<file path="config.mk">
export PLATFORM = sky130hd
export DESIGN_NAME = dma_desc_tracker
export DESIGN_NICKNAME = d
export VERILOG_FILES = /design/src/rtl/dma_trk_pkg.sv /design/src/rtl/dma_trk_residual.sv /design/src/rtl/dma_trk_ctrl.sv /design/src/rtl/dma_trk_rdport.sv /design/src/rtl/dma_desc_tracker.sv
export SDC_FILE = /design/constraint.sdc
export NUM_CORES = 1
export LEC_CHECK = 0
export ABC_AREA = 1
export CORE_UTILIZATION = 43
export CTS_BUF_LIST = sky130_fd_sc_hd__clkbuf_16
export DETAILED_ROUTE_END_ITERATION = 8
export PLACE_DENSITY_LB_ADDON = 0.15
export REMOVE_ABC_BUFFERS = 1
export SETUP_SLACK_MARGIN = 0.15
export SKIP_LAST_GASP = 1
export SYNTH_ARGS = -nofsm -noshare
export SYNTH_HDL_FRONTEND = slang
export SYNTH_HIERARCHICAL = 1
export SYNTH_SLANG_ARGS = --single-unit
</file>
<file path="constraint.sdc">
create_clock -name clk_i -period 2.5 [get_ports clk_i]
set_clock_uncertainty 0.1 [all_clocks]
set_input_delay 0.5 -clock clk_i [delete_from_list [all_inputs] [get_ports clk_i]]
set_output_delay 0.5 -clock clk_i [all_outputs]
set_load 0.005 [all_outputs]
</file>
<file path="src/rtl/dma_trk_pkg.sv">
package dma_trk_pkg;

   localparam int unsigned NUM_ENDS = 2;
   localparam int unsigned END_SRC  = 0;
   localparam int unsigned END_DST  = 1;

   localparam int unsigned ST_ACTIVE = 0;
   localparam int unsigned ST_DONE   = 1;
   localparam int unsigned ST_SFAULT = 2;
   localparam int unsigned ST_DFAULT = 3;

   typedef enum logic {
      SEL_STATUS  = 1'b0,
      SEL_PENDING = 1'b1
   } rd_sel_e;

endpackage

</file>
<file path="src/rtl/dma_trk_residual.sv">
module dma_trk_residual #(
   parameter int unsigned CNT_W = 16
) (
   input  logic             clk_i,
   input  logic             rst_ni,
   input  logic             load_i,
   input  logic [CNT_W-1:0] load_val_i,
   input  logic             active_i,
   input  logic             beat_i,
   input  logic             err_i,
   input  logic             clr_i,
   output logic [CNT_W-1:0] cnt_o,
   output logic             halt_o,
   output logic             flag_o,
   output logic             done_nxt_o,
   output logic             clean_nxt_o
);

   logic [CNT_W-1:0] cnt_q, cnt_d;
   logic             halt_q, halt_d;
   logic             flag_q, flag_d;
   logic             live, err_hit, step;

   assign live    = active_i && (cnt_q != '0) && !halt_q;
   assign err_hit = live && err_i;
   assign step    = live && !err_i && beat_i;

   always_comb begin
      cnt_d  = cnt_q;
      halt_d = halt_q;
      flag_d = flag_q;
      if (load_i) begin
         cnt_d  = load_val_i;
         halt_d = 1'b0;
         flag_d = 1'b0;
      end else begin
         if (step) cnt_d = cnt_q - 1'b1;
         halt_d = halt_q | err_hit;
         flag_d = err_hit | (flag_q & ~clr_i);
      end
   end

   always_ff @(posedge clk_i or negedge rst_ni) begin
      if (!rst_ni) begin
         cnt_q  <= '0;
         halt_q <= 1'b0;
         flag_q <= 1'b0;
      end else begin
         cnt_q  <= cnt_d;
         halt_q <= halt_d;
         flag_q <= flag_d;
      end
   end

   assign cnt_o       = cnt_q;
   assign halt_o      = halt_q;
   assign flag_o      = flag_q;
   assign done_nxt_o  = (cnt_d == '0) || halt_d;
   assign clean_nxt_o = !halt_d;

   assert_unit_step_R4: assert property (@(posedge clk_i) disable iff (!rst_ni)
      !load_i |=> (cnt_q == $past(cnt_q)) || (cnt_q == $past(cnt_q) - 1'b1));

   assert_frozen_after_fault_R11: assert property (@(posedge clk_i) disable iff (!rst_ni)
      (halt_q && !load_i) |=> (cnt_q == $past(cnt_q)) && halt_q);

   assert_fault_needs_active_R5: assert property (@(posedge clk_i) disable iff (!rst_ni)
      $rose(flag_q) |-> $past(active_i));

endmodule

</file>
<file path="src/rtl/dma_trk_ctrl.sv">
module dma_trk_ctrl
   import dma_trk_pkg::*;
(
   input  logic                clk_i,
   input  logic                rst_ni,
   input  logic                start_ok_i,
   input  logic                clr_i,
   input  logic [NUM_ENDS-1:0] done_nxt_i,
   input  logic [NUM_ENDS-1:0] clean_nxt_i,
   output logic                active_o,
   output logic                complete_o
);

   logic active_q, active_d;
   logic complete_q, complete_d;
   logic finish, cmp_set;

   assign finish  = active_q && (&done_nxt_i);
   assign cmp_set = finish && (&clean_nxt_i);

   always_comb begin
      if (start_ok_i) begin
         active_d   = 1'b1;
         complete_d = 1'b0;
      end else begin
         active_d   = finish ? 1'b0 : active_q;
         complete_d = cmp_set | (complete_q & ~clr_i);
      end
   end

   always_ff @(posedge clk_i or negedge rst_ni) begin
      if (!rst_ni) begin
         active_q   <= 1'b0;
         complete_q <= 1'b0;
      end else begin
         active_q   <= active_d;
         complete_q <= complete_d;
      end
   end

   assign active_o   = active_q;
   assign complete_o = complete_q;

   assert_hold_while_live_R6: assert property (@(posedge clk_i) disable iff (!rst_ni)
      (active_q && !(&done_nxt_i)) |=> active_q);

   assert_set_beats_clear_R9: assert property (@(posedge clk_i) disable iff (!rst_ni)
      (cmp_set && clr_i) |=> complete_q);

endmodule

</file>
<file path="src/rtl/dma_trk_rdport.sv">
module dma_trk_rdport
   import dma_trk_pkg::*;
#(
   parameter int unsigned DATA_W = 32,
   parameter bit          RD_REG = 1'b0
) (
   input  logic              clk_i,
   input  logic              rst_ni,
   input  logic              sel_i,
   input  logic [DATA_W-1:0] status_i,
   input  logic [DATA_W-1:0] pending_i,
   output logic [DATA_W-1:0] data_o
);

   rd_sel_e           sel;
   logic [DATA_W-1:0] mux;

   assign sel = rd_sel_e'(sel_i);
   assign mux = (sel == SEL_PENDING) ? pending_i : status_i;

   if (RD_REG) begin : g_reg
      logic [DATA_W-1:0] data_q;
      always_ff @(posedge clk_i or negedge rst_ni) begin
         if (!rst_ni) data_q <= '0;
         else         data_q <= mux;
      end
      assign data_o = data_q;
   end else begin : g_comb
      logic unused_clk;
      assign unused_clk = clk_i ^ rst_ni;
      assign data_o = mux;
   end

endmodule

</file>
<file path="src/rtl/dma_desc_tracker.sv">
module dma_desc_tracker
   import dma_trk_pkg::*;
#(
   parameter int unsigned CNT_W  = 16,
   parameter int unsigned DATA_W = 32,
   parameter bit          RD_REG = 1'b0
) (
   input  logic              clk_i,
   input  logic              rst_ni,
   input  logic              start_i,
   input  logic [CNT_W-1:0]  start_count_i,
   input  logic              src_beat_i,
   input  logic              dst_beat_i,
   input  logic              src_err_i,
   input  logic              dst_err_i,
   input  logic              irq_clr_i,
   input  logic              rd_sel_i,
   output logic [DATA_W-1:0] rd_data_o,
   output logic [DATA_W-1:0] status_o,
   output logic [DATA_W-1:0] pending_o,
   output logic              irq_o
);

   localparam int unsigned PEND_W = NUM_ENDS * CNT_W;

   if (CNT_W < 2) begin : g_bad_cnt
      $error("dma_desc_tracker: CNT_W must be at least 2");
   end
   if (DATA_W < PEND_W || DATA_W <= ST_DFAULT) begin : g_bad_data
      $error("dma_desc_tracker: DATA_W too narrow for packed residues");
   end

   logic [NUM_ENDS-1:0] beat_v, err_v;
   logic [NUM_ENDS-1:0] halt_v, flag_v, done_nxt_v, clean_nxt_v;
   logic [CNT_W-1:0]    cnt_v [NUM_ENDS];
   logic                active, complete, start_ok;

   assign beat_v[END_SRC] = src_beat_i;
   assign beat_v[END_DST] = dst_beat_i;
   assign err_v[END_SRC]  = src_err_i;
   assign err_v[END_DST]  = dst_err_i;

   assign start_ok = start_i && !active && (start_count_i != '0);

   for (genvar e = 0; e < NUM_ENDS; e++) begin : g_end
      dma_trk_residual #(.CNT_W(CNT_W)) u_res (
         .clk_i       (clk_i),
         .rst_ni      (rst_ni),
         .load_i      (start_ok),
         .load_val_i  (start_count_i),
         .active_i    (active),
         .beat_i      (beat_v[e]),
         .err_i       (err_v[e]),
         .clr_i       (irq_clr_i),
         .cnt_o       (cnt_v[e]),
         .halt_o      (halt_v[e]),
         .flag_o      (flag_v[e]),
         .done_nxt_o  (done_nxt_v[e]),
         .clean_nxt_o (clean_nxt_v[e])
      );
   end

   dma_trk_ctrl u_ctrl (
      .clk_i       (clk_i),
      .rst_ni      (rst_ni),
      .start_ok_i  (start_ok),
      .clr_i       (irq_clr_i),
      .done_nxt_i  (done_nxt_v),
      .clean_nxt_i (clean_nxt_v),
      .active_o    (active),
      .complete_o  (complete)
   );

   always_comb begin
      status_o            = '0;
      status_o[ST_ACTIVE] = active;
      status_o[ST_DONE]   = complete;
      status_o[ST_SFAULT] = flag_v[END_SRC];
      status_o[ST_DFAULT] = flag_v[END_DST];
   end

   always_comb begin
      pending_o = '0;
      for (int e = 0; e < NUM_ENDS; e++) begin
         pending_o[e*CNT_W +: CNT_W] = cnt_v[e];
      end
   end

   assign irq_o = complete | flag_v[END_SRC] | flag_v[END_DST];

   dma_trk_rdport #(.DATA_W(DATA_W), .RD_REG(RD_REG)) u_rd (
      .clk_i     (clk_i),
      .rst_ni    (rst_ni),
      .sel_i     (rd_sel_i),
      .status_i  (status_o),
      .pending_i (pending_o),
      .data_o    (rd_data_o)
   );

   assert_clean_finish_R7: assert property (@(posedge clk_i) disable iff (!rst_ni)
      $rose(complete) |-> !active && (cnt_v[END_SRC] == '0) && (cnt_v[END_DST] == '0)
                          && !halt_v[END_SRC] && !halt_v[END_DST]);

   assert_stop_when_ends_idle_R6: assert property (@(posedge clk_i) disable iff (!rst_ni)
      $fell(active) |-> ((cnt_v[END_SRC] == '0) || halt_v[END_SRC])
                        && ((cnt_v[END_DST] == '0) || halt_v[END_DST]));

   assert_irq_fall_cause_R8: assert property (@(posedge clk_i) disable iff (!rst_ni)
      $fell(irq_o) |-> $past(irq_clr_i) || $past(start_ok));

   assert_busy_launch_ignored_R10: assert property (@(posedge clk_i) disable iff (!rst_ni)
      (active && start_i) |=> (cnt_v[END_SRC] <= $past(cnt_v[END_SRC]))
                              && (cnt_v[END_DST] <= $past(cnt_v[END_DST])));

endmodule

</file>
After elaboration in Yosys (flattened, before gate mapping)
Index checks and enable logic that the tools add are counted.

$add $sub $neg: 2. Mux-type cells: 12. Bitwise operators: 11. Reduce and logical (&&, ||, !) cells: 31.

Operators with widths (number): 2-to-1 mux 16 bit (4); nonzero test 16 bit (3); logical NOT 16 bit (2); 2-to-1 mux 32 bit (1); subtractor 16 x 1 -> 16 bit (second input constant) (2); logical AND 1 bit (14); logical NOT 1 bit (7); 2-to-1 mux 1 bit (7); OR 1 bit (7); AND reduction 2 bit (2); AND 1 bit (3); logical OR 1 bit (2); nonzero test 2 bit (1); NOT 1 bit (1).

Register bits: 38. Word-level logic and storage cells: 64.

Depth between registers and ports, before layout
Gate-level depths: netlist of run 1.

Depth in word-level cells: 14. Depth in mapped cells: 21. Gate-level depth less buffers: 20.

Hierarchy
The synthesis of run 1 kept the hierarchy.

Modules (own cells, without submodules): dma_trk_residual (g_end[0].u_res) (times used 1, cells an instance 238, area each 1488.9 um2, seq. area each 450.4 um2); dma_trk_residual (g_end[1].u_res) (times used 1, cells an instance 238, area each 1482.7 um2, seq. area each 450.4 um2); dma_trk_rdport (times used 1, cells an instance 104, area each 491.7 um2, seq. area each 0.0 um2); dma_desc_tracker (times used 1, cells an instance 49, area each 300.3 um2, seq. area each 0.0 um2); dma_trk_ctrl (times used 1, cells an instance 10, area each 90.1 um2, seq. area each 50.0 um2).

Least setup slack after synthesis of run 1
Ideal clock, no wire load.

Path kind: input -> register. From: input port start_count_i[13]. To: register u_ctrl.complete_q (netlist: u_ctrl/complete_o). Setup time: 0.077 ns. Arrival time: 2.481 ns. Slack: -0.158 ns. Stages on the path: 16. Cells stage by stage: nor2_1 nand2_1 nor2_1 a21oi_1 inv_2 buf_2 or2_2 nand2_1 nand4_1 nor2_1 nand2_1 nand2_1 nand2_2 nor2_1 nor2_1 nor2_1.

Word-level cells in the longest chain between the ends: 10. Elaborated cells between the ends (all ways): 18. Those cells by class: 5 x mux; 1 x bitwise; 12 x reduce/logical.

Ends and longest elaborated chain: start: declaration (RTL line dma_desc_tracker.sv:11) `input logic [CNT_W-1:0] start_count_i,`; nonzero test 16 bit (*) (RTL line dma_desc_tracker.sv:43) `assign start_ok = start_i && !active && (start_count_i != '0);`; logical AND 1 bit (*) (RTL line dma_desc_tracker.sv:43); named net start_ok (RTL line dma_desc_tracker.sv:36) `logic active, complete, start_ok;`; 2-to-1 mux 16 bit (RTL line dma_trk_residual.sv:32) `if (load_i) begin`; logical NOT 16 bit (RTL line dma_trk_residual.sv:58) `assign done_nxt_o = (cnt_d == '0) || halt_d;`; logical OR 1 bit (*) (RTL line dma_trk_residual.sv:58); named net done_nxt_v[0] (RTL line dma_desc_tracker.sv:34) `logic [NUM_ENDS-1:0] halt_v, flag_v, done_nxt_v, clean_nxt_v;`; AND reduction 2 bit (*) (RTL line dma_trk_ctrl.sv:18) `assign finish = active_q && (&done_nxt_i);`; logical AND 1 bit (*) (RTL line dma_trk_ctrl.sv:18); logical AND 1 bit (*) (RTL line dma_trk_ctrl.sv:19) `assign cmp_set = finish && (&clean_nxt_i);`; OR 1 bit (*) (RTL line dma_trk_ctrl.sv:27) `complete_d = cmp_set | (complete_q & ~clr_i);`; 2-to-1 mux 1 bit (*) (RTL line dma_trk_ctrl.sv:22) `if (start_ok_i) begin`; named net u_ctrl.complete_d (RTL line dma_trk_ctrl.sv:15) `logic complete_q, complete_d;`; end signal: assignment (RTL line dma_trk_ctrl.sv:37) `complete_q <= complete_d;`; end: declaration (RTL line dma_trk_ctrl.sv:15).

The timed path passes the listed nets; every way through them passes the cells marked *. A chain may end at the register's enable or synchronous reset.

Worst setup path in the final report of run 1
From: register g_end[1].u_res.cnt_q[3]. To: register u_ctrl.complete_q (netlist: u_ctrl/complete_o).

Word-level cells in the longest chain between the ends: 14. Elaborated cells between the ends (all ways): 20. Those cells by class: 1 x add/sub; 4 x mux; 2 x bitwise; 13 x reduce/logical.

Ends and longest elaborated chain: start: declaration (RTL line dma_trk_residual.sv:19) `logic [CNT_W-1:0] cnt_q, cnt_d;`; start signal: assignment (RTL line dma_trk_residual.sv:49) `cnt_q <= cnt_d;`; parallel branches: the longest is 5 deep, another holds subtractor 16 x 1 -> 16 bit; 2-to-1 mux 16 bit (*) (RTL line dma_trk_residual.sv:37) `if (step) cnt_d = cnt_q - 1'b1;`; 2-to-1 mux 16 bit (*) (RTL line dma_trk_residual.sv:32); named net g_end[1].u_res.cnt_d[11] (RTL line dma_trk_residual.sv:19); logical NOT 16 bit (*) (RTL line dma_trk_residual.sv:58); logical OR 1 bit (*) (RTL line dma_trk_residual.sv:58); named net done_nxt_v[1] (RTL line dma_desc_tracker.sv:34); AND reduction 2 bit (*) (RTL line dma_trk_ctrl.sv:18); logical AND 1 bit (*) (RTL line dma_trk_ctrl.sv:18); logical AND 1 bit (*) (RTL line dma_trk_ctrl.sv:19); OR 1 bit (*) (RTL line dma_trk_ctrl.sv:27); 2-to-1 mux 1 bit (*) (RTL line dma_trk_ctrl.sv:22); named net u_ctrl.complete_d (RTL line dma_trk_ctrl.sv:15).

Mark *: on every way through the listed nets, which the timed path passes.

==> results of run 1 <==
==> final timing paths <==
check / startpoint / to / cells after the start
setup / recovery: g_end[1].u_res/cnt_o[3] / u_ctrl/complete_o / 20
hold / removal: start_count_i[5] / g_end[1].u_res/cnt_o[5] / 3
setup reg to reg: g_end[1].u_res/cnt_o[3] / u_ctrl/complete_o / 20
hold reg to reg: u_ctrl/active_o / u_ctrl/active_o / 1
max in group asynchronous: rst_ni / g_end[1].u_res/cnt_o[6] / 2
min in group asynchronous: rst_ni / g_end[0].u_res/cnt_o[0] / 2
==> power by group through the flow <==
stage	Clock (mW)	Combinational (mW)	Sequential, mW
finish	0.605	4.90	1.22
floorplan	0	1.79	1.35
global placement	0	4.05	1.19
global route	0.633	5.32	1.25
detailed placement	0	4.11	1.20
CTS	0.604	4.26	1.20
==> cell families (layout without fill, tap and decap cells) <==
family | after synthesis | after routing | share of synthesized area [%]
AOI/OAI and AO/OA | 14 | 14 | 2.11
xor gates and xnor gates | 8 | 8 | 1.82
adders and majority gates | 4 | 4 | 1.30
buffers and inverters | 100 | 280 | 15.3
DFF | 38 | 38 | 24.7
other | 1 | 56 | 0.0973
and+or+nand+nor | 474 | 476 | 54.7
==> cells in the final DEF, fill, tap and decap left out, types with 4 or more instances in the layout <==
| cell | Yosys | routed |
|---|---|---|
| buf_4 | 30 | 112 |
| buf_6 | 4 | 8 |
| clkbuf_16 | 0 | 5 |
| clkbuf_2 | 0 | 11 |
| clkdlybuf4s15_1 | 0 | 5 |
| clkdlybuf4s50_1 | 0 | 75 |
| conb_1 | 1 | 56 |
| dfrtp_1 | 38 | 33 |
| dfrtp_2 | 0 | 5 |
| inv_1 | 52 | 45 |
| inv_2 | 1 | 7 |
| nand2_1 | 302 | 279 |
| nand2_2 | 23 | 45 |
| nand3_1 | 18 | 17 |
| nand3_4 | 2 | 4 |
| nand3b_1 | 14 | 14 |
| nand4_1 | 15 | 15 |
| nor2_1 | 68 | 43 |
| nor2_2 | 8 | 22 |
| nor2_4 | 7 | 18 |
| o21ai_0 | 5 | 4 |
| or2_2 | 12 | 7 |
| or2_4 | 0 | 5 |
| xor2_1 | 5 | 5 |
==> registers in the layout, indices dropped and copies added (netlist names) <==
name,cells
g_end.u_res/cnt_o,32
g_end.u_res/flag_o,2
g_end.u_res/halt_o,2
u_ctrl/active_o,1
u_ctrl/complete_o,1
==> routing by layer <==
| layer | vias up | routed length (microns) | share of wire, % | track usage, % |
|---|---|---|---|---|
| met2 | 168 | 6070 | 47 | 41.0 |
| met4 | 0 | 59 | 0.46 | 1.72 |
| li1 | 2348 | - | - | - |
| met5 | - | 0 | 0 | 0 |
| met1 | 2256 | 6030 | 47 | 34.7 |
| met3 | 8 | 749 | 5.8 | 3.47 |
==> what timing repair did <==
item / CTS / global route
pin swaps: 13 / 38
gates resized for setup: 43 / 111
setup buffers: 7 / 28
endpoints found under the setup margin: 34 / 2
hold buffers: 0 / 0
gates cloned: 2 / 4
==> through the flow <==
step / hold slack, ns / power (mW) / setup slack [ns] / utilization (%) / setup TNS (ns)
finish: 0.421 / 6.72 / 0.117 / 70.7 / 0
global route: 0.443 / 7.20 / -0.0322 / 70.7 / -0.0322
CTS: 0.559 / 6.06 / 0.0934 / 65.5 / 0
detailed placement: 0.584 / 5.31 / -0.538 / 62.3 / -1.07
global placement: 0.567 / 5.25 / -0.423 / 62.3 / -0.833
floorplan: 0.104 / 3.14 / -0.793 / - / -4.09
==> cell type report <==
cell class | instances | area, sq um
clock buffers | 5 | 125
repair inverters | 1 | 7.51
multi-input cells | 558 | 2810
fillers | 730 | 2540
flip-flops and latches | 38 | 957
repair buffers | 216 | 1860
inverters | 55 | 224
well taps | 108 | 135
clock inverters | 3 | 12.5
==> critical path, stage by stage (launching register included) <==
cell and delay, ns:
dfrtp_2 0.48, nor2_4 0.18, nand2_2 0.09, nor2_4 0.14, nand2_4 0.11, nand2_4 0.09
nor2_4 0.05, buf_6 0.13, nand2_2 0.06, nand2_2 0.06, nand2_2 0.07, nand2_2 0.05
nor2_1 0.09, nand2_1 0.08, nor2_1 0.09, nand2_1 0.06, nand2_1 0.07, nand2_2 0.07
nor2_1 0.10, nor2_1 0.05, nor2_1 0.09
==> metrics.yaml, run 1 <==
finish:
  stdcell_count: 984
  drive_gt1_share_pct: 31.2
  antennaDiodeCount: 0
  final_cell_area_sq_mm: 0.00614
  fin_nets: 904
  area_growth_pct: 59.3
power:
  clkPwrFrac_pct: 9.0
  switching_power_mw: 2.98
  internal_power_mw: 3.74
  vdd_drop_max_uv: 667
  pwr-share-seq_pct: 18.2
  powerDensity_mw_per_mm2: 1100
  leakage_nw: 3.26
  combPwrFrac_pct: 72.8
  p_sw_share_pct: 44.3
worst_hold_path:
  hp-class: "in -> reg"
flow_run:
  maxCapViolations: 0
global_route:
  grt_usage_pct: 24.4
  antenna_found_initial: 0
  grt_pass1_vias: 4081
  grt_pass1_wl_mm: 19.0
  grt_start_max_net_pins: 39
  grt.overflow.total: 0
logic_synthesis:
  synth.most_common_cell: "nand2_1"
  ys_warn_count: 6
  yosysTopAreaCellShare_pct: 29.4
  synth.distinct_cells: 36
  synth_cells: 639
  synth-seq-cells: 38
  ys_async_sr_fraction_pct: 100
  ys.flop_type: "dfrtp_1"
  synth_top_area_cell: "nand2_1"
  avgSynthCellArea_sq_um: 6.03
  synth_edf_count: 0
  synth.yosys.seq_area_share_pct: 24.7
  ys_top_cells_by_count: "nand2_1, nor2_1, inv_1, dfrtp_1, buf_4"
  synth_area_leaders: "nand2_1, dfrtp_1, nor2_1"
  syn_area_sq_mm: 0.00385
clock_tree:
  clk_latency_ns: 0.28
  clk_pin_slew_ns: 0.06
  htree_levels: 2
  clockBufferDepth: 2
  clkSinkCount: 38
  cts_buffers: 5
  cts-root-buf: "clkbuf_16"
  cts_tree: "built"
outcome:
  status: "finished clean"
place:
  place_congestion: 0.925
  dpl.hpwl_mm: 8.87
  post-place-cells: 935
  io_buffers: 93
  dpl_cell_area_sq_mm: 0.00541
worst_setup_path:
  worst_ep_required_time_ns: 2.61
  critPathLaunchType: "register"
  crit_path_max_fanout: 8
  timing_worst_setup_path_type: "reg -> reg"
  crit_path_end_kind: "register"
  critPathArrivalTime_ns: 2.49
  reg2reg_slack_ns: 0.12
timing:
  finalHoldViolations: 0
  maxSlewViolCount: 0
  fin_crit_sh_pct: 95.3
  maxSlewHeadroom_pct: 63.1
  setup_violations: 0
  fmax_mhz: 420
  tightest_slew_ns: 0.548
  fin_crit_ns: 2.38
  rsz0062_at_grt: "yes"
floorplan:
  fp.dieW_microns: 96.7
  die_area_sq_mm: 0.00935
  initial_utilization_pct: 44.4
  rows: 34
  ioPinCount: 122
  die_h_microns: 96.7
  core_sq_mm: 0.00868
routing:
  drc: 0
  via_per_inst: 4.86
  vias: 4780
  drt-initial-drc-count: 236
  antenna_left: 0
  wire_per_inst_microns: 13.1
  drt_first_pass_iters: 7
  routed_wl_mm: 12.9
Power figures use the tool's default switching activity.
==> inputs of run 2 (changes only) <==
Settings changed: RECOVER_POWER from default to 50.
==> metrics.yaml, run 2 (synthesis gave the netlist of run 1 again) <==
outcome:
  status: "finished clean"
clock_tree:
  cts-root-buf: "clkbuf_16"
  clk_pin_slew_ns: 0.06
  htree_levels: 2
  clkSinkCount: 38
  cts_tree: "built"
  hold_buffers: 0
  cts_buffers: 5
  clk_latency_ns: 0.28
  clockBufferDepth: 2
timing:
  tightest_slew_ns: 0.981
  setup_violations: 0
  fmax_mhz: 420
  rsz0062_at_grt: "yes"
  fin_crit_ns: 2.38
  finalHoldViolations: 0
  fin_crit_sh_pct: 95.3
  maxSlewViolCount: 0
  maxSlewHeadroom_pct: 34.6
place:
  post-place-cells: 935
  dpl.hpwl_mm: 8.87
  place_congestion: 0.925
  io_buffers: 93
finish:
  largest_reg_flops: 32
  final_cell_mix: "nand2_1, buf_4, clkdlybuf4s50_1"
  stdcell_count: 984
  drive_gt1_share_pct: 31.2
  area_growth_pct: 59.2
  multi_input_area_sq_mm: 0.00281
  final_common_cell: "nand2_1"
  fin_nets: 904
  antennaDiodeCount: 0
  fillers: 730
  seqCellArea_sq_um: 957
floorplan:
  ioPinCount: 122
  core_sq_mm: 0.00868
  rows: 34
  initial_utilization_pct: 44.4
  die_h_microns: 96.7
  fp.dieW_microns: 96.7
  die_area_sq_mm: 0.00935
power:
  leakage_nw: 3.26
  power_mw: 6.72
  powerDensity_mw_per_mm2: 1100
  vdd_drop_max_uv: 665
worst_setup_path:
  crit_path_max_fanout: 8
  critPathLaunchType: "register"
  worst_ep_required_time_ns: 2.61
  timing_worst_setup_path_type: "reg -> reg"
  reg2reg_depth: 20
  critPathArrivalTime_ns: 2.49
  crit_path_end_kind: "register"
global_route:
  antenna_found_initial: 0
  grt_pass1_wl_mm: 19.0
  grt_start_max_net_pins: 39
  grt_pass1_vias: 4081
  grt.overflow.total: 0
  grt_usage_pct: 24.4
routing:
  antenna_left: 0
  via_per_inst: 4.86
  routed_wl_mm: 12.9
  drt-initial-drc-count: 236
  drt_first_pass_iters: 5
  wire_per_inst_microns: 13.1
  vias: 4781
  drc: 0
worst_hold_path:
  min_path_cells: 3
  hp-class: "in -> reg"
flow_run:
  maxCapViolations: 0
## run 2: cell types whose count changed in the layout (fill, tap and decap cells not counted), sizes merged
cell	previous run	this run
buf	123	122
dlygate4sd3	0	1
clkbuf	16	17
clkdlybuf4s50	75	74
## run 2: cell type report
type                    instances  area share (%)
well taps                     108            2.20
inverters                      55            3.65
repair buffers                216            30.3
flip-flops and latches         38            15.6
multi-input cells             558            45.8
repair inverters                1           0.122
clock buffers                   5            2.04
clock inverters                 3           0.204
## run 2: path summary, 6_finish.rpt
kind	from	endpoint	slack, ns
min in group asynchronous	rst_ni	g_end[0].u_res/cnt_o[0]	0.80
worst max-delay path	g_end[1].u_res/cnt_o[3]	u_ctrl/complete_o	0.12
max in group asynchronous	rst_ni	g_end[1].u_res/cnt_o[6]	0.82
worst min-delay path	start_count_i[5]	g_end[1].u_res/cnt_o[5]	0.42
worst min register to register	u_ctrl/active_o	u_ctrl/active_o	0.47
worst max register to register	g_end[1].u_res/cnt_o[3]	u_ctrl/complete_o	0.12
## run 2: metrics by stage
step	setup WS (ns)	TNS, ns	area, sq um	hold WS, ns	utilization, %
6_report	0.118	0	6130	0.421	70.7
5_1_grt	-0.0322	-0.0322	6130	0.443	70.7
3_5_place_dp	-0.538	-1.07	5410	0.584	62.3
4_1_cts	0.0934	0	5680	0.559	65.5
3_3_place_gp	-0.423	-0.833	5410	0.567	62.3
2_1_floorplan	-0.793	-4.09	3690	0.104	-
## run 2: timing repair
item / CTS / global route
pin swaps: 13 / 38
endpoints found under the setup margin: 34 / 2
buffers inserted: 7 / 28
endpoints found under the hold margin: 0 / 0
resized for setup: 43 / 111
gates cloned: 2 / 4
## run 2: where the power goes
part	total (mW)	internal, mW	switching (mW)
clock	0.605	0.361	0.244
sequential	1.22	0.923	0.297
combinational	4.89	2.46	2.44
## run 2: critical path: stages, from the launching register on
cell and delay, ns:
dfrtp_2 0.48, nor2_4 0.18, nand2_2 0.09, nor2_4 0.14, nand2_4 0.11, nand2_4 0.09, nor2_4 0.05, buf_6 0.13
nand2_2 0.06, nand2_2 0.06, nand2_2 0.07, nand2_2 0.05, nor2_1 0.09, nand2_1 0.08, nor2_1 0.09, nand2_1 0.06
nand2_1 0.07, nand2_2 0.07, nor2_1 0.10, nor2_1 0.05, nor2_1 0.09
## run 2: metal layers
layer  global-route usage, %  wire length, microns  up-vias
li1                        -                     -     2347
met1                    34.7                  6020     2260
met2                    41.0                  6070      166
met3                    3.47                   751        8
met4                    1.72                    59        0
met5                       0                     0        -
==> inputs of run 3 (changes only) <==
Settings changed: CORE_MARGIN from default to 4, CORE_UTILIZATION 43 to 44, CTS_BUF_LIST sky130_fd_sc_hd__clkbuf_16 to sky130_fd_sc_hd__clkbuf_8, PLACE_DENSITY_LB_ADDON 0.15 to 0.05.
==> metrics.yaml, run 3 (synthesis gave the netlist of run 1 again) <==
place:
  dpl_cell_area_sq_mm: 0.00541
  dpl.hpwl_mm: 9.17
  io_buffers: 93
  place_congestion: 0.900
worst_setup_path:
  critPathLaunchType: "input port"
  worst_ep_required_time_ns: 2.64
  crit_path_max_incr_delay_ns: 0.47
  critPathArrivalTime_ns: 2.48
  timing_worst_setup_path_type: "in -> reg"
  critical_path.most_common_cell: "nand2_1"
  crit_path_max_fanout: 8
  crit_path_end_kind: "register"
  slowest_stage: "clkdlybuf4s50_1"
  path_cells: "clkdlybuf4s50_1 -> nand2_2 -> inv_2 -> nand3_4 -> buf_6 -> nand2_1 -> nand2_1 -> nand2_1 -> nand2_1 -> nor2_1 -> nand2_1 -> nor2_1 -> nand2_1 -> nand2_1 -> nand2_2 -> nor2_1 -> nor2_1 -> nor2_1"
floorplan:
  die_h_microns: 102
  fp.dieW_microns: 102
  die_area_sq_mm: 0.0103
  initial_utilization_pct: 46.0
  rows: 33
  core_sq_mm: 0.00838
  ioPinCount: 122
clock_tree:
  cts_tree: "built"
  hold_buffers: 0
  cts-root-buf: "clkbuf_8"
  htree_levels: 2
  clkSinkCount: 38
  clockBufferDepth: 2
  cts_buffers: 5
  clk_pin_slew_ns: 0.08
  clk_latency_ns: 0.30
power:
  leakage_nw: 3.24
  p_sw_share_pct: 45.3
  pwr-share-seq_pct: 18.7
  switching_power_mw: 2.91
  powerDensity_mw_per_mm2: 1070
  internal_power_mw: 3.53
  clkPwrFrac_pct: 7.0
  vdd_drop_max_uv: 694
  combPwrFrac_pct: 74.3
timing:
  tightest_slew_ns: 1.15
  tns_ns: 0
  maxSlewHeadroom_pct: 23.4
  fin_crit_ns: 2.34
  finalHoldViolations: 0
  setup_violations: 0
  rsz0062_at_grt: "yes"
  fmax_mhz: 427
  fin_crit_sh_pct: 93.6
  maxSlewViolCount: 0
routing:
  via_per_inst: 4.80
  antenna_left: 0
  wire_per_inst_microns: 13.4
  drt-initial-drc-count: 289
  drt_first_pass_iters: 5
  routed_wl_mm: 13.1
  drc: 0
  vias: 4695
global_route:
  grt_start_max_net_pins: 21
  grt_usage_pct: 23.0
  grt.overflow.total: 0
  antenna_found_initial: 0
  grt_pass1_wl_mm: 18.9
  grt_pass1_vias: 3895
flow_run:
  maxCapViolations: 0
finish:
  antennaDiodeCount: 0
  final_cell_mix: "nand2_1, buf_4, clkdlybuf4s50_1"
  drive_gt1_share_pct: 29.2
  largest_reg_flops: 32
  final_cell_area_sq_mm: 0.00605
  final_common_cell: "nand2_1"
  area_growth_pct: 56.9
  fin_nets: 902
outcome:
  status: "finished clean"
worst_hold_path:
  hp-class: "in -> async"
[run 3: cell count changes in the layout (fill, tap and decap cells not counted), moves of 2 or more]
cell,delta
clkbuf_8,+6
buf_6,-3
nor2_2,-4
nand3_2,+2
clkbuf_1,+2
nand2_1,+9
nand2_2,-11
clkbuf_16,-5
nand2_4,+2
clkdlybuf4s15_1,+2
nor2_1,+3
inv_1,+2
clkbuf_2,-3
[run 3: through the flow]
step                      setup WS (ns)  total power [mW]  std cells  hold WS (ns)  util, %
after floorplan                  -0.793              3.14        649         0.104        -
after global placement           -0.436              5.27        934         0.357     64.6
after detailed placement         -0.514              5.34        934         0.368     64.6
after CTS                         0.138              5.90        949        0.0486     67.0
after global routing            -0.0655              6.98        979         0.359     72.2
final                             0.159              6.44        979         0.272     72.2
[run 3: worst max-delay path: cells and delay by family]
| kind | cells | cell delay, ns |
|---|---|---|
| simple gates | 15 | 1.20 |
| buf+inv | 3 | 0.77 |
[run 3: routing by layer]
layer | track usage, % | up-vias | wire (microns)
li1 | - | 2343 | -
met1 | 33.6 | 2143 | 5880
met2 | 36.2 | 193 | 6130
met3 | 3.31 | 16 | 940
met4 | 4.50 | 0 | 181
met5 | 0 | - | 0
[run 3: path summary, 6_finish.rpt]
kind	startpoint	end	slack (ns)	depth (start not counted)
setup / recovery	dst_beat_i	u_ctrl/complete_o	0.16	18
hold / removal	rst_ni	g_end[1].u_res/cnt_o[13]	0.27	1
setup reg to reg	g_end[1].u_res/cnt_o[0]	u_ctrl/complete_o	0.16	21
hold reg to reg	u_ctrl/active_o	u_ctrl/active_o	0.50	1
max in group asynchronous	rst_ni	u_ctrl/active_o	0.36	2
min in group clk_i	start_count_i[14]	g_end[0].u_res/cnt_o[14]	0.47	4
[run 3: what timing repair did]
item / CTS / global route
setup buffers: 4 / 28
setup endpoints to repair: 34 / 2
gates resized for setup: 43 / 94
cloned: 3 / 2
pin swaps: 7 / 24
[run 3: cell type report]
type	instances	area, sq um
multi-input combinational	558	2790
fill	730	2330
timing repair buffer	214	1850
sequential	38	956
inverter	55	221
tap	105	131
clock buffer	6	82.6
clock inverter	2	8.76
timing repair inverter	1	7.51
[run 3: power by group through the flow]
| stage | combinational, mW | sequential [mW] | clock, mW |
|---|---|---|---|
| floorplan | 1.79 | 1.35 | 0 |
| global placement | 4.10 | 1.18 | 0 |
| detailed placement | 4.15 | 1.18 | 0 |
| CTS | 4.26 | 1.19 | 0.457 |
| global route | 5.26 | 1.24 | 0.482 |
| finish | 4.79 | 1.20 | 0.450 |
